`src/rtl/wdg_pkg.sv`:
```
package wdg_pkg;
  localparam int WD_DATA_W   = 32;
  localparam int WD_CNT_W    = 8;
  localparam int WD_KEY_W    = 7;
  localparam int WD_CMD_BIT  = WD_CNT_W;
  localparam int WD_KEY_LSB  = WD_CNT_W + 1;
  localparam int WD_KEY_MSB  = WD_KEY_LSB + WD_KEY_W - 1;
  localparam int WD_VAL_W    = WD_CNT_W + 1;
  localparam int WD_RUN_BIT  = WD_VAL_W;
  localparam int WD_RELOAD_Z = 1 << WD_CNT_W;

  function automatic logic [WD_DATA_W-1:0] pack_status(
    input logic [WD_VAL_W-1:0] val,
    input logic                run
  );
    logic [WD_DATA_W-1:0] w;
    w = '0;
    w[WD_VAL_W-1:0] = val;
    w[WD_RUN_BIT]   = run;
    return w;
  endfunction
endpackage

```
`src/rtl/wdg_keygate.sv`:
```
module wdg_keygate
  import wdg_pkg::*;
(
  input  logic                 wr_ctrl,
  input  logic [WD_DATA_W-1:0] wr_data,
  input  logic [WD_DATA_W-1:0] ctrl_q,
  output logic                 accept
);
  logic                locked;
  logic [WD_KEY_W-1:0] want_key;
  logic [WD_KEY_W-1:0] got_key;

  always_comb begin
    locked   = ctrl_q[WD_CMD_BIT];
    want_key = ~ctrl_q[WD_KEY_MSB:WD_KEY_LSB];
    got_key  = wr_data[WD_KEY_MSB:WD_KEY_LSB];
    accept   = wr_ctrl && (!locked || (got_key == want_key));
  end
endmodule

```
`src/rtl/wdg_ctrl_reg.sv`:
```
module wdg_ctrl_reg
  import wdg_pkg::*;
(
  input  logic                 clk,
  input  logic                 rst_n,
  input  logic                 accept,
  input  logic [WD_DATA_W-1:0] wr_data,
  output logic [WD_DATA_W-1:0] ctrl_q
);
  logic [WD_DATA_W-1:0] ctrl_d;

  always_comb begin
    ctrl_d = ctrl_q;
    if (accept) ctrl_d = wr_data;
  end

  always_ff @(posedge clk or negedge rst_n) begin
    if (!rst_n) ctrl_q <= '0;
    else        ctrl_q <= ctrl_d;
  end


  store_word_chk: assert property (@(posedge clk) disable iff (!rst_n)
    accept |=> ctrl_q == $past(wr_data));
endmodule

```
`src/rtl/wdg_downcnt.sv`:
```
module wdg_downcnt
  import wdg_pkg::*;
(
  input  logic                clk,
  input  logic                rst_n,
  input  logic                tick_en,
  input  logic                accept,
  input  logic [WD_CNT_W-1:0] ld_val,
  input  logic                ld_run,
  output logic [WD_VAL_W-1:0] cnt_q,
  output logic                run_q,
  output logic                rst_req
);
  logic [WD_VAL_W-1:0] cnt_d;
  logic                run_d;
  logic                req_d;

  always_comb begin
    cnt_d = cnt_q;
    run_d = run_q;
    req_d = 1'b0;
    if (accept) begin
      cnt_d = (ld_val == '0) ? WD_VAL_W'(WD_RELOAD_Z) : {1'b0, ld_val};
      run_d = ld_run;
    end else if (run_q && tick_en) begin
      cnt_d = cnt_q - 1'b1;
      if (cnt_q == WD_VAL_W'(1)) begin
        run_d = 1'b0;
        req_d = 1'b1;
      end
    end
  end

  always_ff @(posedge clk or negedge rst_n) begin
    if (!rst_n) begin
      cnt_q   <= '0;
      run_q   <= 1'b0;
      rst_req <= 1'b0;
    end else begin
      cnt_q   <= cnt_d;
      run_q   <= run_d;
      rst_req <= req_d;
    end
  end


  dec_step_chk: assert property (@(posedge clk) disable iff (!rst_n)
    (run_q && tick_en && !accept && cnt_q > WD_VAL_W'(1)) |=> cnt_q == $past(cnt_q) - 1'b1);

  req_pulse_chk: assert property (@(posedge clk) disable iff (!rst_n)
    rst_req |=> !rst_req);

  req_stopped_chk: assert property (@(posedge clk) disable iff (!rst_n)
    rst_req |-> (cnt_q == '0 && !run_q));

  idle_hold_chk: assert property (@(posedge clk) disable iff (!rst_n)
    (!run_q && !accept) |=> $stable(cnt_q));

  reload_range_chk: assert property (@(posedge clk) disable iff (!rst_n)
    accept |=> (cnt_q != '0 && cnt_q <= WD_VAL_W'(WD_RELOAD_Z)));
endmodule

```
`src/rtl/wdg_guard.sv`:
```
module wdg_guard
  import wdg_pkg::*;
#(
  parameter int                ADDR_W   = 8,
  parameter logic [ADDR_W-1:0] CTRL_OFS = 8'h40,
  parameter logic [ADDR_W-1:0] STAT_OFS = 8'h44
) (
  input  logic                 clk,
  input  logic                 rst_n,
  input  logic                 tick_en,
  input  logic                 wr_en,
  input  logic [ADDR_W-1:0]    wr_addr,
  input  logic [WD_DATA_W-1:0] wr_data,
  input  logic [ADDR_W-1:0]    rd_addr,
  output logic [WD_DATA_W-1:0] rd_data,
  output logic                 rst_req
);
  logic                 wr_ctrl;
  logic                 accept;
  logic [WD_DATA_W-1:0] ctrl_q;
  logic [WD_VAL_W-1:0]  cnt_q;
  logic                 run_q;

  assign wr_ctrl = wr_en && (wr_addr == CTRL_OFS);

  wdg_keygate u_gate (
    .wr_ctrl (wr_ctrl),
    .wr_data (wr_data),
    .ctrl_q  (ctrl_q),
    .accept  (accept)
  );

  wdg_ctrl_reg u_ctrl (
    .clk     (clk),
    .rst_n   (rst_n),
    .accept  (accept),
    .wr_data (wr_data),
    .ctrl_q  (ctrl_q)
  );

  wdg_downcnt u_cnt (
    .clk     (clk),
    .rst_n   (rst_n),
    .tick_en (tick_en),
    .accept  (accept),
    .ld_val  (wr_data[WD_CNT_W-1:0]),
    .ld_run  (wr_data[WD_CMD_BIT]),
    .cnt_q   (cnt_q),
    .run_q   (run_q),
    .rst_req (rst_req)
  );

  always_comb begin
    rd_data = '0;
    if (rd_addr == CTRL_OFS)      rd_data = ctrl_q;
    else if (rd_addr == STAT_OFS) rd_data = pack_status(cnt_q, run_q);
  end


  locked_ignore_chk: assert property (@(posedge clk) disable iff (!rst_n)
    (wr_ctrl && ctrl_q[WD_CMD_BIT] &&
     wr_data[WD_KEY_MSB:WD_KEY_LSB] != ~ctrl_q[WD_KEY_MSB:WD_KEY_LSB])
    |=> ctrl_q == $past(ctrl_q));

  other_ofs_chk: assert property (@(posedge clk) disable iff (!rst_n)
    (wr_en && wr_addr != CTRL_OFS) |=> ctrl_q == $past(ctrl_q));
endmodule

```
`config.mk`:
```
export PLATFORM = sky130hd
export DESIGN_NAME = wdg_guard
export DESIGN_NICKNAME = d
export VERILOG_FILES = /design/src/rtl/wdg_pkg.sv /design/src/rtl/wdg_keygate.sv /design/src/rtl/wdg_ctrl_reg.sv /design/src/rtl/wdg_downcnt.sv /design/src/rtl/wdg_guard.sv
export SDC_FILE = /design/constraint.sdc
export NUM_CORES = 1
export LEC_CHECK = 0
export BUFFER_PORTS_ARGS = -buffer_cell sky130_fd_sc_hd__buf_2
export CORE_UTILIZATION = 45
export CTS_CLUSTER_SIZE = 8
export DETAILED_ROUTE_END_ITERATION = 8
export HOLD_SLACK_MARGIN = 0.1
export PLACE_DENSITY = 0.79
export SYNTH_ARGS = -nofsm -noshare
export SYNTH_HDL_FRONTEND = slang
export SYNTH_SLANG_ARGS = --single-unit
export TNS_END_PERCENT = 10
```
`constraint.sdc`:
```
create_clock -name clk -period 2.16 [get_ports clk]
set_input_delay 0.108 -clock clk [delete_from_list [all_inputs] [get_ports clk]]
set_output_delay 0.108 -clock clk [all_outputs]
set_load 0.005 [all_outputs]
```
After elaboration in Yosys (flattened, before gate mapping)
Cells that the tools add are included.
- add/sub/neg operators: 1
- equality and inequality tests: 5
- muxes and demuxes: 11
- bitwise operators: 1
- reduce and logical (&&, ||, !) cells: 9
- operators with widths (cell ; number):
    two-way mux 32 bit ; 1
    two-way mux 9 bit ; 3
    == test 8 x 7 -> 1 bit, second input constant ; 3
    two-way mux 10 bit ; 1
    == test 9 x 1 -> 1 bit, second input constant ; 1
    subtractor 9 x 1 -> 9 bit, second input constant ; 1
    zero test 8 bit ; 1
    == test 7 bit ; 1
    inverter 7 bit ; 1
    two-way mux 1 bit ; 6
    nonzero test 2 bit ; 2
    logical AND 1 bit ; 3
    AND reduction 2 bit ; 1
    zero test 1 bit ; 1
    logical OR 1 bit ; 1
- bits in registers: 43
- input bits: 52
- output and inout port bits: 33

Depth between registers and ports, before layout
- word-level depth: 6
- depth in mapped cells: 6
- mapped depth without buffers: 5

Cells and area by module
Synthesis repeated with hierarchy kept, for this count alone.
- cells, all modules: 227
- area total of the unflattened synthesis: 2688.8 µm²
- by module, submodules not included (module ; times used ; cells an instance ; area each (µm²) ; seq. area each (µm²)):
    wdg_ctrl_reg ; 1 ; 68 ; 1345.0 ; 800.8
    wdg_downcnt ; 1 ; 70 ; 645.6 ; 275.3
    wdg_guard ; 1 ; 78 ; 608.1 ; 0.0
    wdg_keygate ; 1 ; 11 ; 90.1 ; 0.0

Worst setup path after synthesis
No wires, ideal clock.
- kind: reg2reg
- start: register u_cnt.cnt_q[5]
- end: register u_cnt.run_q
- library setup time: 125 ps
- arrival: 1777 ps
- path slack: 258 ps
- stages on the path, launching flop included: 5
- path buffers: 0
- clock period less this slack: 1902 ps
- path through: dfrtp_1 or4_1 or3_4 o31a_1 mux2_4
- cells in the longest elaborated chain, start to end: 3
- RTL lines (item ; RTL line ; text):
    start: declaration ; wdg_downcnt.sv:10 ; output logic [WD_VAL_W-1:0] cnt_q,
    start signal: assignment ; wdg_downcnt.sv:40 ; cnt_q <= cnt_d;
    == test 9 x 1 -> 1 bit ; wdg_downcnt.sv:27 ; if (cnt_q == WD_VAL_W'(1)) begin
    nonzero test 2 bit (no line) ; n/a ;
    AND reduction 2 bit (no line) ; n/a ;
    end signal: assignment ; wdg_downcnt.sv:41 ; run_q <= run_d;
    end: declaration ; wdg_downcnt.sv:11 ; output logic run_q,
No other way between the ends.
A chain may end at the register's enable or synchronous reset.

Worst setup path in the final report
- start: register u_cnt.cnt_q[5]
- end: register u_cnt.cnt_q[7]
- cells in the longest elaborated chain, start to end: 3
- RTL lines (item ; RTL line ; text):
    subtractor 9 x 1 -> 9 bit ; wdg_downcnt.sv:26 ; cnt_d = cnt_q - 1'b1;
    two-way mux 9 bit ; wdg_downcnt.sv:25 ; end else if (run_q && tick_en) begin
    two-way mux 9 bit ; wdg_downcnt.sv:22 ; if (accept) begin
No other way between the ends. The select of a mux whose other input is x is not followed.

==> flow_summary.toml <==
[outcome]
status = "finished clean"

[cts]
post-cts-setup-buffer-count = 0
cts_num_sinks = 43
cts_htree_levels = 2
ctsLongestPathBuffers = 2
clkSlewWorstSetupHoldPaths_ns = 0.08
root_buffer = "clkbuf_8"
clock_latency_ns = 0.29
cts_made_buffers = 5
cts_tree = "done"

[routing]
vias = 1802
ant_nets = 0
drt-pass1-iter-count = 4
drt_wl_total_mm = 5.097
drt_iter0_drc = 105
wl_per_cell_um = 14.73
drc = 0
vias_per_cell = 5.208

[timing]
rsz0062_at_grt = "no"
setup_viol = 0
fin_setup_tns_ns = 0
final-hold-violation-count = 0
setup_ws_ns = 0.1744
tightestPinTransition_ns = 0.5374
maxSlewHeadroom_pct = 64.17
slew_violations = 0
finalCritPeriodShare_pct = 91.93
finalCriticalPeriod_ns = 1.986
holdWs_ns = 0.3104
finClkSkew_ns = 0.004594
max_freq_mhz = 503.6

[synth]
yosys.area.top_type = "dfrtp_1"
ys_ff_latch = 43
ys_top_cells_by_area = "dfrtp_1 (50%), mux2_2 (21%), and2_1 (6.3%)"
seq_area_frac_synth_pct = 49.60
syn_nets = 229
yosysMostFrequentCell = "dfrtp_1"
synth.distinct_cells = 29
syn_area_per_cell_um2 = 12.40
synth_top_cell_area_share_pct = 49.60
synth_warnings = 0
ys.flop_type = "dfrtp_1"
syn_area_um2 = 2170
synth_edf_count = 0
async_flop_share_pct = 100.0
synth_commonest_cells = "dfrtp_1 (43), mux2_2 (40), and2_1 (22)"
syn_inst = 175

[placed_design]
dp_hpwl_mm = 3.193
gp_congestion = 0.7870
port_buffers = 84
dp_slack_ns = 0.1904

[global_route]
grt_usage_pct = 21.55
grt-ovfl-total = 0
grt_pass1_wl_mm = 8.383
antenna_found_initial = 0
grt_pass1_vias = 1881
grt_max_degree = 44

[critical_path]
worstSetupPathType = "flop to flop"
cp_max_fo = 4
crit_chain = "or4_1 > or3_4 > nor3_1 > xor2_1 > mux2_2"
critPathSlowestCell = "or4_1"
cp.required_ns = 2.34
critPathMaxStageDelay_ns = 0.55
cp_data_arrival_time_ns = 2.16
critPathLaunchType = "flop"
end_kind = "flop"
path_buf_inv = 0
crit_family = "simple AND/OR/NAND/NOR gates"

[pwr]
power.switching_mw = 0.5194
power_leakage_nw = 1.642
seqPwrFrac_pct = 54.0
p_int_mw = 1.389
powerDensity_nw_per_um2 = 622.4
clockPowerShare_pct = 26.5
p_comb_share_pct = 19.5
swShare_pct = 27.21
ir_drop_v = 0.0004456

[floorplan]
start_util_pct = 48.17
pin_count = 85
die_y_um = 71.44
core_um2 = 4504
rows = 24
die_x_um = 71.44
die_area_um2 = 5103

[final_layout]
drive_gt1_share_pct = 47.28
syn2layout_area_growth_pct = 41.35
finalNetCount = 348
utilization_pct = 68.08
antennaDiodeCount = 0

[job]
cap_violations = 0

[hold_path]
hold_class = "primary input to flop"
metal layers:
layer	wire (um)	GRT usage, %
met5	0	0
met4	102	10.00
met3	241	3.657
met2	2645	39.15
met1	2107	24.72
worst paths after layout:
kind	from	to	slack, ns	cells past startpoint
hold / removal	tick_en	u_cnt.cnt_q[2]	0.31	4
hold reg to reg	u_ctrl.ctrl_q[25]	u_ctrl.ctrl_q[25]	0.50	1
max in group asynchronous	rst_n	u_cnt.run_q	1.38	3
setup reg to reg	u_cnt.cnt_q[5]	u_cnt.cnt_q[7]	0.17	5
setup / recovery	u_cnt.cnt_q[5]	u_cnt.cnt_q[7]	0.17	5
min in group asynchronous	rst_n	u_cnt.cnt_q[6]	0.42	3
final cells by class:
type	count	area, um^2
sequential	43	1076
inverter	2	7.507
multi-input combinational	122	1054
clock buffer	6	82.58
clock inverter	1	5.005
tap	52	65.06
timing repair buffer	120	777.0
fill	347	1438
power groups by stage:
stage	sequential [mW]	combinational, mW	clock (mW)
6_report	1.03	0.372	0.506
2_1_floorplan	1.01	0.218	0
3_3_place_gp	1.04	0.308	0
5_1_grt	1.05	0.413	0.547
4_1_cts	1.03	0.374	0.529
3_5_place_dp	1.04	0.326	0
sequential cells by signal, summed over array words and instances, names as in the netlist:
register / flops
u_ctrl.ctrl_q: 32
u_cnt.rst_req: 1
u_cnt.run_q: 1
u_cnt.cnt_q: 9
stage by stage:
stage | power, mW | area (um^2) | std cells
floorplan | 1.227 | 2170 | 175
global placement | 1.345 | 2645 | 306
detailed placement | 1.370 | 2645 | 306
CTS | 1.931 | 3063 | 346
global route | 2.006 | 3067 | 346
finish | 1.909 | 3067 | 346
cell usage in the layout, fill, tap and decap left out, types with 4 or more instances in the layout:
cell           instances
buf_2                 84
dfrtp_1               43
mux2_2                40
dlygate4sd3_1         33
and2_1                22
a22o_1                 9
xnor2_1                8
xor2_1                 7
nand2_1                6
clkbuf_8               6
nor3_1                 4
timing repair:
| item | CTS | global route |
|---|---|---|
| hold buffers | 33 | 0 |
| setup endpoints to repair | 0 | 1 |
| endpoints found under the hold margin | 84 | 0 |
| gates resized for setup | 0 | 1 |
cells by family (layout without fill, tap and decap cells):
family                   Yosys count  count (layout)  share of synthesized area (%)
AO/OA/AOI/OAI                     13              13                          5.133
multiplexers                      42              42                          21.91
flip-flops                        43              43                          49.60
adder cells (fa/ha/maj)            2               2                          1.153
buffers and inverters             10             129                          1.961
XOR/XNOR                          15              15                          6.056
AND/OR/NAND/NOR                   50              50                          14.19
tightest hold or removal path, cell delays in order:
cell	delay (ns)
buf_2	0.11
nand3_1	0.09
xnor2_1	0.12
mux2_2	0.14
Note: power is estimated with default switching activity, not from simulation.
